File: config.mk
export PLATFORM = sky130hd
export DESIGN_NAME = otp_wiper_ctrl
export DESIGN_NICKNAME = d
export VERILOG_FILES = /design/src/rtl/otp_wiper_pkg.sv /design/src/rtl/otp_wiper_ctrl_fsm.sv /design/src/rtl/otp_wiper_datapath.sv /design/src/rtl/otp_wiper_ctrl.sv
export SDC_FILE = /design/constraint.sdc
export NUM_CORES = 1
export LEC_CHECK = 0
export ABC_CLOCK_PERIOD_IN_PS = 3800
export CORE_ASPECT_RATIO = 1.75
export CORE_MARGIN = 2
export CORE_UTILIZATION = 55
export DETAILED_ROUTE_END_ITERATION = 10
export PLACE_DENSITY = 0.84
export SYNTH_ARGS = -nofsm -noshare
export SYNTH_HDL_FRONTEND = slang
export SYNTH_HIERARCHICAL = 1
export SYNTH_SLANG_ARGS = --single-unit
File: constraint.sdc
create_clock -name clk -period 3.8 [get_ports clk]
set_input_delay 0.57 -clock clk [delete_from_list [all_inputs] [get_ports clk]]
set_output_delay 0.57 -clock clk [all_outputs]
set_load 0.005 [all_outputs]
File: src/rtl/otp_wiper_pkg.sv
package otp_wiper_pkg;

  typedef enum logic [1:0] {
    OP_NOP   = 2'd0,
    OP_WRITE = 2'd1,
    OP_READ  = 2'd2,
    OP_BURN  = 2'd3
  } cmd_op_e;

  typedef enum logic {
    ST_IDLE = 1'b0,
    ST_PROG = 1'b1
  } ctrl_state_e;

  // strobes from control to datapath, all single-cycle
  typedef struct packed {
    logic wrStb;     // load cmdData into wiper[cmdCh]
    logic rdStb;     // capture wiper[cmdCh] and its fused flag
    logic capStb;    // latch wiper[cmdCh] as the value to burn
    logic commitStb; // write latched value into fuse bank of progCh
  } dp_strobe_t;

endpackage

File: src/rtl/otp_wiper_ctrl_fsm.sv
module otp_wiper_ctrl_fsm
  import otp_wiper_pkg::*;
#(
  parameter int NUM_CH      = 2,
  parameter int PROG_CYCLES = 50_000_000,
  parameter int CH_W        = (NUM_CH > 1) ? $clog2(NUM_CH) : 1
) (
  input  logic              clk,
  input  logic              rstN,
  input  logic              cmdValid,
  input  logic [1:0]        cmdOp,
  input  logic [CH_W-1:0]   cmdCh,
  input  logic [NUM_CH-1:0] fusedVec,
  output dp_strobe_t        strb,
  output logic [CH_W-1:0]   progCh,
  output logic              busy,
  output logic              errFuse,
  output logic              errBusy
);

  localparam int CNT_W = $clog2(PROG_CYCLES + 1);
  localparam logic [CNT_W-1:0] CNT_LOAD = CNT_W'(PROG_CYCLES - 1);

  ctrl_state_e      state;
  logic [CNT_W-1:0] cnt;
  cmd_op_e          op;
  logic             chOk;
  logic             tgtFused;
  logic             cmdLive;

  assign op       = cmd_op_e'(cmdOp);
  assign chOk     = (int'(cmdCh) < NUM_CH);
  assign tgtFused = chOk ? fusedVec[cmdCh] : 1'b0;
  assign cmdLive  = rstN && cmdValid && chOk;
  assign busy     = (state == ST_PROG);

  always_comb begin
    strb = '0;
    if (cmdLive) begin
      if (state == ST_IDLE) begin
        case (op)
          OP_WRITE: strb.wrStb  = 1'b1;
          OP_READ:  strb.rdStb  = 1'b1;
          OP_BURN:  strb.capStb = !tgtFused;
          default:  ;
        endcase
      end else if (op == OP_READ) begin
        strb.rdStb = 1'b1;
      end
    end
    if (rstN && state == ST_PROG && cnt == '0) strb.commitStb = 1'b1;
  end

  always_ff @(posedge clk) begin
    if (!rstN) begin
      state   <= ST_IDLE;
      cnt     <= '0;
      progCh  <= '0;
      errFuse <= 1'b0;
      errBusy <= 1'b0;
    end else begin
      case (state)
        ST_IDLE: begin
          if (strb.capStb) begin
            state  <= ST_PROG;
            cnt    <= CNT_LOAD;
            progCh <= cmdCh;
          end
          if (cmdLive && op == OP_BURN && tgtFused) errFuse <= 1'b1;
        end
        default: begin
          if (cnt == '0) state <= ST_IDLE;
          else           cnt   <= cnt - 1'b1;
          if (cmdLive && (op == OP_WRITE || op == OP_BURN)) errBusy <= 1'b1;
        end
      endcase
    end
  end

  // burn-error flag is sticky until reset
  a_r7_errfuse_sticky: assert property (@(posedge clk) disable iff (!rstN)
    $past(errFuse) && $past(rstN) |-> errFuse);

  // busy-error flag is sticky until reset
  a_r8_errbusy_sticky: assert property (@(posedge clk) disable iff (!rstN)
    $past(errBusy) && $past(rstN) |-> errBusy);

  // a burn only starts from idle, never stacks on a running one
  a_r4_no_restart: assert property (@(posedge clk) disable iff (!rstN)
    $past(busy) && $past(rstN) && $past(cnt) != '0 |-> busy);

endmodule

File: src/rtl/otp_wiper_datapath.sv
module otp_wiper_datapath
  import otp_wiper_pkg::*;
#(
  parameter int NUM_CH = 2,
  parameter int CODE_W = 8,
  parameter int CH_W   = (NUM_CH > 1) ? $clog2(NUM_CH) : 1
) (
  input  logic                     clk,
  input  logic                     rstN,
  input  logic                     fuseClear,
  input  dp_strobe_t               strb,
  input  logic [CH_W-1:0]          cmdCh,
  input  logic [CODE_W-1:0]        cmdData,
  input  logic [CH_W-1:0]          progCh,
  input  logic                     busy,
  output logic [NUM_CH*CODE_W-1:0] wiperFlat,
  output logic [NUM_CH-1:0]        fusedVec,
  output logic                     rdValid,
  output logic [CODE_W-1:0]        rdData,
  output logic                     rdFused
);

  localparam logic [CODE_W-1:0] MIDSCALE = CODE_W'(1) << (CODE_W - 1);

  logic [CODE_W-1:0] wiperQ   [NUM_CH];
  logic [CODE_W-1:0] fuseValQ [NUM_CH];
  logic [NUM_CH-1:0] fusedQ;
  logic [CODE_W-1:0] burnVal;

  assign fusedVec = fusedQ;

  for (genvar c = 0; c < NUM_CH; c++) begin : g_ch
    // volatile wiper: power-up preset comes from the fuse bank
    always_ff @(posedge clk) begin
      if (!rstN)
        wiperQ[c] <= (!fuseClear && fusedQ[c]) ? fuseValQ[c] : MIDSCALE;
      else if (strb.wrStb && cmdCh == CH_W'(c))
        wiperQ[c] <= cmdData;
    end

    // write-once fuse bank, untouched by rstN
    always_ff @(posedge clk) begin
      if (fuseClear) begin
        fusedQ[c]   <= 1'b0;
        fuseValQ[c] <= '0;
      end else if (strb.commitStb && progCh == CH_W'(c) && !fusedQ[c]) begin
        fusedQ[c]   <= 1'b1;
        fuseValQ[c] <= burnVal;
      end
    end

    assign wiperFlat[c*CODE_W +: CODE_W] = wiperQ[c];

    // once set, a fuse never clears or changes outside fuseClear
    a_r7_fuse_write_once: assert property (@(posedge clk) disable iff (fuseClear)
      $past(fusedQ[c]) && !$past(fuseClear) |-> fusedQ[c] && $stable(fuseValQ[c]));
  end

  always_ff @(posedge clk) begin
    if (!rstN) burnVal <= '0;
    else if (strb.capStb) burnVal <= wiperQ[cmdCh];
  end

  always_ff @(posedge clk) begin
    if (!rstN) begin
      rdValid <= 1'b0;
      rdData  <= '0;
      rdFused <= 1'b0;
    end else begin
      rdValid <= strb.rdStb;
      if (strb.rdStb) begin
        rdData  <= wiperQ[cmdCh];
        rdFused <= fusedQ[cmdCh];
      end
    end
  end

  // no wiper moves at an edge where control was busy
  a_r8_wiper_frozen_busy: assert property (@(posedge clk) disable iff (!rstN)
    $past(busy) && $past(rstN) |-> $stable(wiperFlat));

  // the end of a burn leaves the target channel fused
  a_r4_fall_sets_fuse: assert property (@(posedge clk) disable iff (!rstN || fuseClear)
    $fell(busy) && $past(rstN) |-> fusedQ[progCh]);

  // read data valid is a single-cycle pulse unless reads are back to back
  a_r3_rd_follows_strobe: assert property (@(posedge clk) disable iff (!rstN)
    rdValid |-> $past(strb.rdStb));

endmodule

File: src/rtl/otp_wiper_ctrl.sv
module otp_wiper_ctrl
  import otp_wiper_pkg::*;
#(
  parameter int NUM_CH      = 2,
  parameter int CODE_W      = 8,
  parameter int PROG_CYCLES = 50_000_000,
  parameter int CH_W        = (NUM_CH > 1) ? $clog2(NUM_CH) : 1
) (
  input  logic                     clk,
  input  logic                     rstN,
  input  logic                     fuseClear,
  input  logic                     cmdValid,
  input  logic [1:0]               cmdOp,
  input  logic [CH_W-1:0]          cmdCh,
  input  logic [CODE_W-1:0]        cmdData,
  output logic [NUM_CH*CODE_W-1:0] wiperCodes,
  output logic [NUM_CH-1:0]        fusedFlags,
  output logic                     busy,
  output logic                     errFuse,
  output logic                     errBusy,
  output logic                     rdValid,
  output logic [CODE_W-1:0]        rdData,
  output logic                     rdFused
);

  dp_strobe_t      strb;
  logic [CH_W-1:0] progCh;

  otp_wiper_ctrl_fsm #(
    .NUM_CH(NUM_CH), .PROG_CYCLES(PROG_CYCLES), .CH_W(CH_W)
  ) u_ctrl (
    .clk(clk), .rstN(rstN), .cmdValid(cmdValid), .cmdOp(cmdOp),
    .cmdCh(cmdCh), .fusedVec(fusedFlags), .strb(strb), .progCh(progCh),
    .busy(busy), .errFuse(errFuse), .errBusy(errBusy)
  );

  otp_wiper_datapath #(
    .NUM_CH(NUM_CH), .CODE_W(CODE_W), .CH_W(CH_W)
  ) u_dp (
    .clk(clk), .rstN(rstN), .fuseClear(fuseClear), .strb(strb),
    .cmdCh(cmdCh), .cmdData(cmdData), .progCh(progCh), .busy(busy),
    .wiperFlat(wiperCodes), .fusedVec(fusedFlags), .rdValid(rdValid),
    .rdData(rdData), .rdFused(rdFused)
  );

endmodule

==> results.json <==
{
  "maxSlewViolCount": 0,
  "track_usage": 0.2458,
  "cp-end-kind": "flop",
  "root_buffer": "clkbuf_16",
  "p_leak_uw": 0.001690,
  "cp_cell_sequence": "or4_4, or4b_4, nor3_1, buf_4, and3_1, nand2_1, o21bai_1",
  "synthArstFlopShare": 0,
  "num_io_pins": 46,
  "synth.distinct_cells": 65,
  "ant_nets": 0,
  "cp-start-kind": "flop",
  "portBuffers": 45,
  "clock_path_buffers": 2,
  "grt_pass1_vias": 2728,
  "yosysWarnings": 6,
  "period_minus_slack_ns": 3.068,
  "setup_viol": 0,
  "hpwl_um": 6250,
  "irDropWorstVdd_mv": 0.3845,
  "syn_area_mm2": 0.003712,
  "grt_start_max_net_pins": 29,
  "crit_fanout": 8,
  "post_cts_resized": 0,
  "fillers": 505,
  "die_h_um": 112.7,
  "fp.dieW_um": 66.11,
  "place.gp.congestion": 0.8722,
  "synthFlopType": "dfxtp_1",
  "path_clk_slew_ns": 0.06,
  "grt_pass1_wl_um": 13630,
  "crit_type": "reg -> reg",
  "placementRows": 39,
  "hold_violations": 0,
  "core_area_mm2": 0.006539,
  "vias": 2975,
  "wl_um": 8646,
  "die_area_mm2": 0.007449,
  "synth_area_leaders": "dfxtp_1, edfxtp_1, a21oi_1, o21ai_0, and2_1",
  "syn_area_per_cell_um2": 10.95,
  "status": "complete, no violations",
  "reg2reg_depth": 7,
  "yosys.area.top_type": "dfxtp_1",
  "insertion_delay_ns": 0.33,
  "cpPeakStageDelay_ns": 0.57,
  "nets": 401,
  "start_util": 0.5677,
  "yosysSeqAreaShare": 0.5285,
  "yosys.area.top_type_share": 0.2696,
  "viasPerCell": 6.303,
  "synth_seq_cells": 82,
  "setup_ws_ns": 0.7316,
  "layout-area-overhead-vs-synth_pct": 22.08,
  "fmax_mhz": 325.9,
  "maxSlewHeadroom": 0.4061,
  "drv_cap": 0,
  "post-place-ws_ns": 0.8112,
  "layout-drive-gt1-share": 0.1513,
  "synth_edf_count": 32,
  "min_path_type": "reg -> reg",
  "antenna_found_initial": 0,
  "worstHoldPathCells": 2,
  "tightest_slew_ns": 0.8856,
  "antenna_cells": 0,
  "cts_hold_buf": 0,
  "critPathArrivalTime_ns": 3.03,
  "crit_required_ns": 3.77,
  "grt.overflow.total": 0,
  "clock-sinks": 82,
  "h-tree-depth": 3,
  "p_per_area_mw_per_mm2": 462.1,
  "firstDrtPassIters": 6,
  "multi_input_area_mm2": 0.001642,
  "period_share": 0.8075,
  "drc": 0,
  "cts_setup_buffers": 0,
  "cts_tree": "done",
  "synth_fp_nets": 355,
  "drtIter0Drc": 254,
  "cts_buffers": 9,
  "synth_cells": 339,
  "finalClockSkew_ns": 0.006839,
  "rsz0062_at_grt": "false",
  "seqCellArea_mm2": 0.001962,
  "final.setup.tns_ns": 0,
  "slowest_stage": "or4_4",
  "wl_per_cell_um": 18.32
}
through the flow:
step | util | hold slack (ns) | instances | instance area, um^2 | total power (uW)
floorplan | - | 0.4526 | 339 | 3712 | 1142
global placement | 0.6466 | 0.4522 | 456 | 4228 | 1224
detailed placement | 0.6466 | 0.4593 | 456 | 4228 | 1234
CTS | 0.6931 | 0.4772 | 472 | 4532 | 2101
global route | 0.6931 | 0.4936 | 472 | 4532 | 2165
finish | 0.6931 | 0.4801 | 472 | 4532 | 2094
cells in the final DEF, fill, tap and decap left out, types with 2 or more instances in the layout:
cell,Yosys,routed
xor2_1,4,4
a31o_2,12,12
clkinv_4,0,2
edfxtp_1,32,32
buf_4,2,7
o21a_1,2,2
nor2_1,10,10
nor3_1,4,4
a31o_1,2,2
nand3_1,3,3
clkbuf_16,0,9
and4b_1,8,8
dfxtp_1,50,50
nor2b_1,4,4
or2_1,2,2
mux2i_1,10,10
or3_1,9,9
a31oi_1,10,10
or2_2,5,5
nor4b_1,2,2
or4_1,8,8
inv_1,4,4
and2_1,18,18
and4_1,7,7
or3b_1,2,2
nand2_1,10,10
o31ai_1,7,7
a21oi_1,30,30
o41ai_1,2,2
nor4_1,2,2
and3_1,2,2
a211oi_1,3,3
o21ai_0,26,26
or3_2,3,3
clkdlybuf4s50_1,0,45
path summary, 6_finish.rpt:
kind                  start                   to  slack [ns]
max          u_ctrl/cnt[20]  u_dp/fuseValQ[1][7]        0.73
min          u_ctrl/errBusy       u_ctrl/errBusy        0.48
max reg2reg  u_ctrl/cnt[20]  u_dp/fuseValQ[1][7]        0.73
min reg2reg  u_ctrl/errBusy       u_ctrl/errBusy        0.48
power by group:
part | internal (uW) | leakage (uW) | switching [uW]
sequential | 948 | 0.000730 | 30.8
combinational | 107 | 0.000808 | 133
clock | 521 | 0.000152 | 354
cells by family (layout without fill, tap and decap cells):
group,Yosys count,after routing,synth area share
buffers and inverters,22,73,0.02932
AOI/OAI and AO/OA,105,105,0.1833
muxes,12,12,0.03404
adders and majority gates,1,1,0.003370
DFF,82,82,0.5285
and+or+nand+nor,113,113,0.2120
xor gates and xnor gates,4,4,0.009436
cell type report:
cell class	count	area share
Sequential cell	82	0.4329
Inverter	5	0.004141
Clock buffer	10	0.05080
Tap cell	82	0.02264
Multi-Input combinational cell	235	0.3622
Clock inverter	6	0.01629
Timing Repair Buffer	52	0.1110
flip-flops by register name (all words and copies together), names as in the netlist:
name and cells:
u_dp/fuseValQ 16, u_ctrl/errBusy 1, u_ctrl/busy 1, u_dp/rdValid 1, u_dp/rdFused 1, u_ctrl/cnt 26, u_ctrl/errFuse 1, u_dp/burnVal 8
u_dp/fusedVec 2, u_dp/rdData 8, u_dp/wiperQ 16, u_ctrl/progCh 1
cell usage after synthesis, types with 5 or more instances:
| cell | instances |
|---|---|
| dfxtp_1 | 50 |
| edfxtp_1 | 32 |
| a21oi_1 | 30 |
| o21ai_0 | 26 |
| and2_1 | 18 |
| a31o_2 | 12 |
| a31oi_1 | 10 |
| mux2i_1 | 10 |
| nand2_1 | 10 |
| nor2_1 | 10 |
| or3_1 | 9 |
| and4b_1 | 8 |
| or4_1 | 8 |
| and4_1 | 7 |
| buf_2 | 7 |
| o31ai_1 | 7 |
| clkbuf_1 | 5 |
| or2_2 | 5 |
routing by layer:
metal | global-route usage | wire [um] | up-vias
li1 | - | - | 1403
met1 | 0.2523 | 3135 | 1440
met2 | 0.4680 | 4907 | 105
met3 | 0.05010 | 373 | 27
met4 | 0.08980 | 230 | 0
met5 | 0 | 0 | -
worst max-delay path, delay by kind of cell, from the launching register on:
family / cells / cell delay [ns]
buffers and inverters: 1 / 0.19
flip-flops: 1 / 0.36
AO/OA/AOI/OAI: 1 / 0.55
AND/OR/NAND/NOR: 5 / 1.59
No activity file was read; power rests on OpenSTA's default activity.
